===== config.mk =====
export PLATFORM = sky130hd
export DESIGN_NAME = flash_erase_seq
export DESIGN_NICKNAME = d
export VERILOG_FILES = /design/src/rtl/flash_erase_pkg.sv /design/src/rtl/flash_erase_cmd_table.sv /design/src/rtl/flash_erase_timer.sv /design/src/rtl/flash_erase_ctrl.sv /design/src/rtl/flash_erase_pins.sv /design/src/rtl/flash_erase_seq.sv
export SDC_FILE = /design/constraint.sdc
export NUM_CORES = 1
export LEC_CHECK = 0
export ABC_AREA = 0
export CORE_MARGIN = 1.5
export CORE_UTILIZATION = 25
export CTS_BUF_LIST = sky130_fd_sc_hd__clkbuf_8
export CTS_CLUSTER_DIAMETER = 60
export DETAILED_ROUTE_END_ITERATION = 16
export PLACE_DENSITY = 0.54
export SLEW_MARGIN = 20
export SYNTH_ARGS = -nofsm -noshare
export SYNTH_HDL_FRONTEND = slang
export SYNTH_SLANG_ARGS = --single-unit

===== constraint.sdc =====
create_clock -name clk -period 1.75 [get_ports clk]
set_input_delay 0.35 -clock clk [delete_from_list [all_inputs] [get_ports clk]]
set_output_delay 0.35 -clock clk [all_outputs]
set_load 0.1 [all_outputs]

===== src/rtl/flash_erase_pkg.sv =====
package flash_erase_pkg;

   typedef enum logic [2:0] {
      PH_IDLE,
      PH_WP_SETUP,
      PH_ADDR_SU,
      PH_STROBE,
      PH_ADDR_HOLD,
      PH_WP_HOLD
   } phase_t;

   localparam int unsigned NUM_WRITES = 6;
   localparam int unsigned STEP_W     = $clog2(NUM_WRITES);

   localparam logic [15:0] UNLOCK_ADR_HI = 16'h5555;
   localparam logic [15:0] UNLOCK_ADR_LO = 16'h2AAA;

   localparam logic [7:0] KEY_FIRST  = 8'hAA;
   localparam logic [7:0] KEY_SECOND = 8'h55;
   localparam logic [7:0] KEY_ARM    = 8'h80;
   localparam logic [7:0] OP_BLOCK   = 8'h50;
   localparam logic [7:0] OP_SECTOR  = 8'h30;

endpackage


===== src/rtl/flash_erase_cmd_table.sv =====
module flash_erase_cmd_table
   import flash_erase_pkg::*;
#(
   parameter int unsigned ADDR_W = 20
) (
   input  logic [STEP_W-1:0] step_i,
   input  logic              sector_i,
   input  logic [ADDR_W-1:0] target_i,
   output logic [ADDR_W-1:0] addr_o,
   output logic [15:0]       data_o
);

   localparam logic [ADDR_W-1:0] ADR_HI = ADDR_W'(UNLOCK_ADR_HI);
   localparam logic [ADDR_W-1:0] ADR_LO = ADDR_W'(UNLOCK_ADR_LO);

   logic [7:0] final_op;
   logic [7:0] cmd_byte;

   always_comb begin
      final_op = sector_i ? OP_SECTOR : OP_BLOCK;
   end

   always_comb begin
      unique case (step_i)
         3'd0:    begin addr_o = ADR_HI;   cmd_byte = KEY_FIRST;  end
         3'd1:    begin addr_o = ADR_LO;   cmd_byte = KEY_SECOND; end
         3'd2:    begin addr_o = ADR_HI;   cmd_byte = KEY_ARM;    end
         3'd3:    begin addr_o = ADR_HI;   cmd_byte = KEY_FIRST;  end
         3'd4:    begin addr_o = ADR_LO;   cmd_byte = KEY_SECOND; end
         default: begin addr_o = target_i; cmd_byte = final_op;   end
      endcase
   end

   // The command rides on the low byte; the upper byte is driven to zero.
   always_comb begin
      data_o = {8'h00, cmd_byte};
   end

endmodule


===== src/rtl/flash_erase_timer.sv =====
module flash_erase_timer #(
   parameter int unsigned CNT_W = 8
) (
   input  logic             clk,
   input  logic             rst_n,
   input  logic             load_i,
   input  logic [CNT_W-1:0] load_val_i,
   output logic             expired_o
);

   logic [CNT_W-1:0] cnt_q;

   always_ff @(posedge clk or negedge rst_n) begin
      if (!rst_n) begin
         cnt_q <= '0;
      end else if (load_i) begin
         cnt_q <= load_val_i;
      end else if (cnt_q != '0) begin
         cnt_q <= cnt_q - 1'b1;
      end
   end

   always_comb begin
      expired_o = (cnt_q == '0);
   end

endmodule


===== src/rtl/flash_erase_ctrl.sv =====
module flash_erase_ctrl
   import flash_erase_pkg::*;
#(
   parameter int unsigned ADDR_W     = 20,
   parameter int unsigned CNT_W      = 8,
   parameter int unsigned MARGIN_CYC = 100,
   parameter int unsigned STROBE_CYC = 3
) (
   input  logic              clk,
   input  logic              rst_n,
   input  logic              start_i,
   input  logic              sector_sel_i,
   input  logic              ce_strobe_i,
   input  logic              wp_level_i,
   input  logic [ADDR_W-1:0] target_addr_i,
   input  logic              tmr_expired_i,
   output logic              tmr_load_o,
   output logic [CNT_W-1:0]  tmr_val_o,
   output phase_t            phase_o,
   output logic [STEP_W-1:0] step_o,
   output logic              sector_o,
   output logic              ce_mode_o,
   output logic [ADDR_W-1:0] target_o,
   output logic              wp_o,
   output logic              done_o
);

   localparam logic [CNT_W-1:0]  MARGIN_LOAD = CNT_W'(MARGIN_CYC - 1);
   localparam logic [CNT_W-1:0]  STROBE_LOAD = CNT_W'(STROBE_CYC - 1);
   localparam logic [STEP_W-1:0] LAST_STEP   = STEP_W'(NUM_WRITES - 1);

   phase_t            phase_q, phase_d;
   logic [STEP_W-1:0] step_q;
   logic              sector_q, ce_mode_q, wp_q, done_q;
   logic [ADDR_W-1:0] target_q;
   logic              accept;

   always_comb begin
      accept = (phase_q == PH_IDLE) && start_i;
   end

   always_comb begin
      phase_d    = phase_q;
      tmr_load_o = 1'b0;
      tmr_val_o  = MARGIN_LOAD;
      unique case (phase_q)
         PH_IDLE: begin
            if (start_i) begin
               phase_d    = PH_WP_SETUP;
               tmr_load_o = 1'b1;
            end
         end
         PH_WP_SETUP: begin
            if (tmr_expired_i) phase_d = PH_ADDR_SU;
         end
         PH_ADDR_SU: begin
            phase_d    = PH_STROBE;
            tmr_load_o = 1'b1;
            tmr_val_o  = STROBE_LOAD;
         end
         PH_STROBE: begin
            if (tmr_expired_i) phase_d = PH_ADDR_HOLD;
         end
         PH_ADDR_HOLD: begin
            if (step_q == LAST_STEP) begin
               phase_d    = PH_WP_HOLD;
               tmr_load_o = 1'b1;
            end else begin
               phase_d = PH_ADDR_SU;
            end
         end
         PH_WP_HOLD: begin
            if (tmr_expired_i) phase_d = PH_IDLE;
         end
         default: phase_d = PH_IDLE;
      endcase
   end

   always_ff @(posedge clk or negedge rst_n) begin
      if (!rst_n) begin
         phase_q   <= PH_IDLE;
         step_q    <= '0;
         sector_q  <= 1'b0;
         ce_mode_q <= 1'b0;
         wp_q      <= 1'b0;
         target_q  <= '0;
         done_q    <= 1'b0;
      end else begin
         phase_q <= phase_d;
         done_q  <= (phase_q == PH_WP_HOLD) && tmr_expired_i;
         if (accept) begin
            step_q    <= '0;
            sector_q  <= sector_sel_i;
            ce_mode_q <= ce_strobe_i;
            wp_q      <= wp_level_i;
            target_q  <= target_addr_i;
         end else if (phase_q == PH_ADDR_HOLD && step_q != LAST_STEP) begin
            step_q <= step_q + 1'b1;
         end
      end
   end

   always_comb begin
      phase_o   = phase_q;
      step_o    = step_q;
      sector_o  = sector_q;
      ce_mode_o = ce_mode_q;
      target_o  = target_q;
      wp_o      = wp_q;
      done_o    = done_q;
   end

endmodule


===== src/rtl/flash_erase_pins.sv =====
module flash_erase_pins
   import flash_erase_pkg::*;
#(
   parameter int unsigned ADDR_W = 20
) (
   input  phase_t            phase_i,
   input  logic              ce_mode_i,
   input  logic [ADDR_W-1:0] cmd_addr_i,
   input  logic [15:0]       cmd_data_i,
   output logic [ADDR_W-1:0] addr_o,
   output logic [15:0]       dq_o,
   output logic              we_n_o,
   output logic              ce_n_o,
   output logic              oe_n_o,
   output logic              busy_o
);

   logic in_write;
   logic active_n;
   logic unused_n;

   always_comb begin
      in_write = (phase_i == PH_ADDR_SU) || (phase_i == PH_STROBE) ||
                 (phase_i == PH_ADDR_HOLD);
      active_n = (phase_i != PH_STROBE);
      unused_n = !in_write;
      we_n_o   = ce_mode_i ? unused_n : active_n;
      ce_n_o   = ce_mode_i ? active_n : unused_n;
      oe_n_o   = 1'b1;
      addr_o   = in_write ? cmd_addr_i : '0;
      dq_o     = in_write ? cmd_data_i : 16'h0000;
      busy_o   = (phase_i != PH_IDLE);
   end

endmodule


===== src/rtl/flash_erase_seq.sv =====
module flash_erase_seq
   import flash_erase_pkg::*;
#(
   parameter bit          DENSITY_LARGE = 1'b0,
   parameter int unsigned CLK_HZ        = 100_000_000,
   parameter int unsigned STROBE_CYC    = 3,
   localparam int unsigned ADDR_W       = DENSITY_LARGE ? 21 : 20
) (
   input  logic              clk,
   input  logic              rst_n,
   input  logic              start_i,
   input  logic              sector_sel_i,
   input  logic              ce_strobe_i,
   input  logic              wp_level_i,
   input  logic [ADDR_W-1:0] target_addr_i,
   output logic [ADDR_W-1:0] flash_addr_o,
   output logic [15:0]       flash_dq_o,
   output logic              flash_we_n_o,
   output logic              flash_ce_n_o,
   output logic              flash_oe_n_o,
   output logic              wp_n_o,
   output logic              busy_o,
   output logic              done_o
);

   localparam int unsigned MARGIN_CYC = (CLK_HZ + 999_999) / 1_000_000;
   localparam int unsigned MAX_LOAD   = (MARGIN_CYC > STROBE_CYC) ? MARGIN_CYC : STROBE_CYC;
   localparam int unsigned CNT_W      = (MAX_LOAD < 2) ? 1 : $clog2(MAX_LOAD);

   if (STROBE_CYC < 1) begin : g_bad_strobe
      $error("STROBE_CYC must be at least 1");
   end
   if (CLK_HZ < 1) begin : g_bad_clk
      $error("CLK_HZ must be at least 1");
   end

   phase_t            phase;
   logic [STEP_W-1:0] step;
   logic              sector_q, ce_mode_q, wp_q;
   logic [ADDR_W-1:0] target_q;
   logic              tmr_load, tmr_expired;
   logic [CNT_W-1:0]  tmr_val;
   logic [ADDR_W-1:0] cmd_addr;
   logic [15:0]       cmd_data;

   flash_erase_ctrl #(
      .ADDR_W     (ADDR_W),
      .CNT_W      (CNT_W),
      .MARGIN_CYC (MARGIN_CYC),
      .STROBE_CYC (STROBE_CYC)
   ) u_ctrl (
      .clk           (clk),
      .rst_n         (rst_n),
      .start_i       (start_i),
      .sector_sel_i  (sector_sel_i),
      .ce_strobe_i   (ce_strobe_i),
      .wp_level_i    (wp_level_i),
      .target_addr_i (target_addr_i),
      .tmr_expired_i (tmr_expired),
      .tmr_load_o    (tmr_load),
      .tmr_val_o     (tmr_val),
      .phase_o       (phase),
      .step_o        (step),
      .sector_o      (sector_q),
      .ce_mode_o     (ce_mode_q),
      .target_o      (target_q),
      .wp_o          (wp_q),
      .done_o        (done_o)
   );

   flash_erase_timer #(
      .CNT_W (CNT_W)
   ) u_timer (
      .clk        (clk),
      .rst_n      (rst_n),
      .load_i     (tmr_load),
      .load_val_i (tmr_val),
      .expired_o  (tmr_expired)
   );

   flash_erase_cmd_table #(
      .ADDR_W (ADDR_W)
   ) u_table (
      .step_i   (step),
      .sector_i (sector_q),
      .target_i (target_q),
      .addr_o   (cmd_addr),
      .data_o   (cmd_data)
   );

   flash_erase_pins #(
      .ADDR_W (ADDR_W)
   ) u_pins (
      .phase_i    (phase),
      .ce_mode_i  (ce_mode_q),
      .cmd_addr_i (cmd_addr),
      .cmd_data_i (cmd_data),
      .addr_o     (flash_addr_o),
      .dq_o       (flash_dq_o),
      .we_n_o     (flash_we_n_o),
      .ce_n_o     (flash_ce_n_o),
      .oe_n_o     (flash_oe_n_o),
      .busy_o     (busy_o)
   );

   always_comb begin
      wp_n_o = wp_q;
   end

endmodule


## Yosys cells after proc, flatten, opt, wreduce, memory -nomap -nowiden

Cells that the tools add are included.

- Bits in registers: 37
- Input port bits: 26
- Output and inout bits: 42
- Logic and storage cells: 64

- $add $sub $neg: 2
- Equal/unequal tests: 16
- Multiplexer cells: 21
- Reductions and logical operators: 17

Operators with widths:

| operator | count |
|---|---|
| $pmux 20 s2 | 1 |
| $mux 7 | 4 |
| $pmux 8 s3 | 1 |
| $mux 3 | 7 |
| $mux 20 | 1 |
| $pmux 3 s6 | 1 |
| $eq 3x2->1 const B | 4 |
| $eq 3x3->1 const B | 4 |
| $mux 8 | 1 |
| $logic_not 7->1 | 1 |
| $reduce_bool 7->1 | 1 |
| $sub 7x1->7 const B | 1 |
| $eq 3x1->1 const B | 2 |
| $logic_not 3->1 | 2 |
| $ne 2x1->1 const B | 3 |
| $mux 1 | 4 |
| $reduce_and 4->1 | 1 |
| $reduce_bool 2->1 | 2 |
| $reduce_or 2->1 | 2 |
| $add 3x1->3 const B | 1 |
| $logic_and 1x1->1 | 3 |
| $ne 3x2->1 const B | 1 |
| $ne 3x3->1 const B | 1 |
| $pmux 1 s3 | 1 |
| 5 further kinds | 6 |

## Logic depth before layout (Yosys ltp)

- Depth in word-level cells: 5
- Depth in mapped cells: 7
- Gate-level depth less buffers: 6

## Hierarchy

Synthesis repeated with hierarchy kept, for this count alone.

- Cell total of the unflattened synthesis: 263
- Area, all modules: 2678.8 sq um

By module, submodules not included:

| module | times used | cells each | area each (sq um) | sequential area each (sq um) |
|---|---|---|---|---|
| flash_erase_ctrl | 1 | 100 | 1341.3 | 750.7 |
| flash_erase_pins | 1 | 54 | 465.4 | 0.0 |
| flash_erase_cmd_table | 1 | 66 | 437.9 | 0.0 |
| flash_erase_timer | 1 | 43 | 434.2 | 175.2 |

## Worst setup path before layout

No wires, ideal clock.

- Path type: reg-to-output
- Start point: register u_ctrl.phase_q[1] (netlist: u_ctrl.phase_o[1])
- End point: output port flash_dq_o[6]
- Arrival time: 3955 ps
- Data required time: 1400 ps
- Path slack: -2555 ps
- Stages on the path, launching flop included: 7
- Path buffers: 2
- Cells stage by stage: dfrtp_1 -> buf_6 -> or3b_1 -> buf_6 -> a21oi_4 -> a21o_1 -> a21boi_1

- Word-level cells in the longest chain between the ends: 4
- Elaborated cells on any way between the ends: 6
- Classes of those cells: 3 x eq/ne; 1 x mux; 2 x reduce/logical

RTL lines:

| what | RTL line | text |
|---|---|---|
| from (decl) | flash_erase_ctrl.sv:32 | `phase_t phase_q, phase_d;` |
| from (signal assigned) | flash_erase_ctrl.sv:89 | `phase_q <= phase_d;` |
| $eq 3x2->1 | flash_erase_pins.sv:23 | `in_write = (phase_i == PH_ADDR_SU) \|\| (phase_i == PH_STROBE) \|\|` |
| $logic_or 1x1->1 | flash_erase_pins.sv:23 |  |
| $logic_or 1x1->1 * | flash_erase_pins.sv:23 |  |
| $mux 8 * | flash_erase_pins.sv:31 | `dq_o = in_write ? cmd_data_i : 16'h0000;` |
| to (decl) | flash_erase_seq.sv:17 | `output logic [15:0] flash_dq_o,` |

Every way passes the cells marked *; elsewhere a longest branch is shown, timed or not.

## Worst setup path after layout

- Start point: register u_ctrl.phase_q[0] (netlist: u_ctrl.phase_o[0])
- End point: output port flash_addr_o[3]

- Word-level cells in the longest chain between the ends: 4
- Elaborated cells on any way between the ends: 6
- Classes of those cells: 3 x eq/ne; 1 x mux; 2 x reduce/logical

RTL lines:

| what | RTL line | text |
|---|---|---|
| $eq 3x2->1 | flash_erase_pins.sv:23 |  |
| $logic_or 1x1->1 | flash_erase_pins.sv:23 |  |
| $logic_or 1x1->1 * | flash_erase_pins.sv:23 |  |
| $mux 20 * | flash_erase_pins.sv:30 | `addr_o = in_write ? cmd_addr_i : '0;` |
| to (decl) | flash_erase_seq.sv:16 | `output logic [ADDR_W-1:0] flash_addr_o,` |

Marks and branches as above.

==> results.md <==
* GR Overflow Total at 0
* Largest driver fanout on the critical path at 7
* Multiplexer area fraction after synthesis at 0.130
* Setup repair after global routing missed its margin: yes
* Crit path cell chain: or3b_4, and2_4, nor3_4, a21o_2, buf_12
* Crit path launch: u_ctrl.phase_o[0]$_DFFE_PN0P_
* Cells after Synth at 204
* Global-route wire length before repair at 8940 microns
* Worst VDD drop at 0.879 mV
* DR WL/cell at 14.2 microns
* Share of the clock period used by the worst path at 1.33
* Vias at 1778
* Violated checks: negative setup slack
* Share of cells above drive strength 1 at 0.575
* Total clock buffers created by CTS at 5
* Non-filler instance count after layout at 406
* Share of synthesized cell area in and, or, nand and nor gates at 0.147
* Worst hold-check path type: primary input to asynchronous set/reset pin
* WL final at 5760 microns
* Critical path class: flip-flop to primary output
* Number of violations of the max-capacitance limit at 0
* Critical path launch point type: flip-flop
* Post-placement cell area at 3580 sq um
* CTS H-tree lvls at 2
* Hold Violations, Final at 0
* CTS Buffer Depth at 2
* Ratio of routed vias to standard cells at 4.38
* Area of the mapped netlist at 2140 sq um
* ANT cells at 0
* Commonest non-fill, non-tap cell in the layout: buf_12
* Total placed cells including tap cells at 388
* Number of antenna violations at the first check in global routing at 0
* Die width at 95.5 microns
* Final setup viols at 55
* Most frequent cells in the layout: buf_12, dfrtp_1, buf_4
* Starting utilization of the core area at 0.259
* IO Port Bufs at 58
* Total power divided by cell area at 1670 nW/um^2
* Capture point of the critical path: flash_addr_o[3]
* Warnings, synthesis at 0
* Register clock-pin slew on the reported worst setup and hold paths at 0.08 ns
* Max-slew violation count at 0
* Peak per-stage delay on the critical path at 0.41 ns
* Overall global routing resource usage at 0.129
* Worst path arrival time at 1.97 ns
* Area of the die at 9120 sq um
* Setup slack, reg-to-reg at -0.21 ns
* Worst-path cell with the longest stage delay: dfrtp_1
* Io pins at 68
* Compound-cell area share of the yosys netlist at 0.146
* Placeable Area at 8260 sq um
* R2R Path Start: u_ctrl.phase_o[1]$_DFFE_PN0P_
* Dominant combinational cell family by area after synthesis: simple AND/OR/NAND/NOR gates
* R2r worst-path depth at 7
* CP Capture Type: primary output
* Vias in the first global route at 1782
* Library cells used by synthesis at 46
* Leakage power total at 1.70 nW
* Worst hold slack across all endpoints at 0.00432 ns
* Layout overhead on the synthesized area at 87.5%
* Number of nets in the layout at 333
* Remaining antenna violation count at 0
* Row cnt at 33
* Sequential element share of the synthesized area at 0.433
* Pin count of the biggest net entering global routing at 38
* DRC Markers at 0
* Synthesized-area fraction occupied by xor and xnor cells at 0.0205
* Design Area, Final at 4010 sq um
* CTS tree: done
* Clk_skew at 0.00321 ns
* Die Y-Extent at 95.5 microns
* Utilization after layout at 0.485
* Root buffer cell: clkbuf_8
* Arithmetic-cell share of the synthesized area counting full adders, half adders and majority gates at 0.0410
* Worst path setup slack after routing at -0.569 ns
* Endpoint required time on the critical path at 1.40 ns
* # clock sinks at 37
* Share of the synthesized area in the top cell type at 0.433
* Placed wire-length estimate at 3910 microns
* Top cells by area in the synthesized netlist: dfrtp_1, mux2_2, buf_4
* Synthesis-stage register bit count at 37
* RePlAce Congestion at 0.830
* FF-to-FF End: u_ctrl.target_o[17]$_DFFE_PN0P_
* Outcome: complete, but fails checks
* Post-synthesis cell type with the largest combined area: dfrtp_1
* Time the worst path needs with I/O delays and setup at 2.32 ns
* Achievable clock frequency at 0.431 GHz
* Clock insertion delay at the later pin of the skew report at 0.30 ns
* 1st-pass router iterations at 4
* Mapped Avg Cell Area at 10.5 sq um
* Violation count after the first detailed-routing iteration at 63
metal layers:
metal	vias up	routed length (microns)	GRT usage
met5	-	0	0
met4	0	75	0.0404
met3	8	263	0.0279
met2	48	2880	0.211
met1	850	2540	0.169
li1	872	-	-
cells in the mapped netlist, drive strengths merged:
master / n
dfrtp: 37
mux2: 23
nor2: 20
buf: 18
and2: 10
o21a: 10
a21oi: 9
a21o: 8
o21ai: 8
ha: 7
inv: 7
nand2: 7
nor3: 6
nor2b: 3
xnor2: 3
conb: 2
mux2i: 2
nand3: 2
o22a: 2
or3: 2
or3b: 2
xor2: 2
a211o: 1
a21boi: 1
a22o: 1
a31oi: 1
clkbuf: 1
nand2b: 1
nor3b: 1
o211a: 1
o22ai: 1
o2bb2ai: 1
o31ai: 1
or2: 1
or2b: 1
or4: 1
registers in the layout (all words and copies together) (netlist names):
register          count
u_ctrl.step_o         3
u_ctrl.wp_o           1
u_timer.cnt_q         7
u_ctrl.done_o         1
u_ctrl.target_o      20
u_ctrl.ce_mode_o      1
u_ctrl.phase_o        3
u_ctrl.sector_o       1
final cells by class:
cell class                      count  area [sq um]
Tap cell                          105           131
Multi-Input combinational cell    148          1480
Clock inverter                      3          17.5
Fill cell                         755          4250
Inverter                            7          28.8
Timing Repair Buffer              101          1360
Sequential cell                    37           927
Clock buffer                        5          68.8
per-stage QoR:
| step | setup WS, ns | power (mW) | setup TNS, ns |
|---|---|---|---|
| final | -0.569 | 6.71 | -18.82 |
| after global routing | -0.662 | 7.04 | -22.44 |
| after CTS | -0.563 | 6.63 | -19.56 |
| after detailed placement | -0.273 | 5.87 | -6.66 |
| after global placement | -0.243 | 5.83 | -6.18 |
| after floorplan | -1.26 | 4.46 | -15.24 |
what timing repair did:
item | 4_1_cts | 5_1_grt
gates resized for setup | 28 | 32
setup buffers | 10 | 2
pin swaps | 15 | 19
setup endpoints to repair | 53 | 59
gates cloned | 2 | 0
hold buffers | 0 | 0
worst max-delay path: cells and delay by family, from the launching register on:
kind	cells	cell delay [ns]
compound gates	1	0.21
buf+inv	1	0.17
flops	1	0.41
simple gates	3	0.89
power by group:
group | total (mW) | internal (mW) | switching (mW)
clock | 0.601 | 0.275 | 0.326
combinational | 4.56 | 2.00 | 2.56
sequential | 1.55 | 1.24 | 0.314
total | 6.71 | 3.51 | 3.20
worst min path at each step:
stage / endpoint / slack, ns / depth (start not counted)
floorplan: u_ctrl.ce_mode_o$_DFFE_PN0P_ / 0.05 / 0
global placement: u_timer.cnt_q[4]$_DFFE_PN0P_ / 0.33 / 2
detailed placement: u_timer.cnt_q[4]$_DFFE_PN0P_ / 0.33 / 2
CTS: u_timer.cnt_q[4]$_DFFE_PN0P_ / 0.01 / 2
global route: u_timer.cnt_q[4]$_DFFE_PN0P_ / 0.002 / 2
finish: u_ctrl.done_o$_DFF_PN0_ / 0.004 / 2
cell families after synthesis:
family                   count (synthesis)
adder cells (fa/ha/maj)                  7
buffers and inverters                   26
other                                    2
AND/OR/NAND/NOR                         57
flip-flops                              37
XOR/XNOR                                 5
multiplexers                            25
AO/OA/AOI/OAI                           45
(Power assumes the default switching activity.)
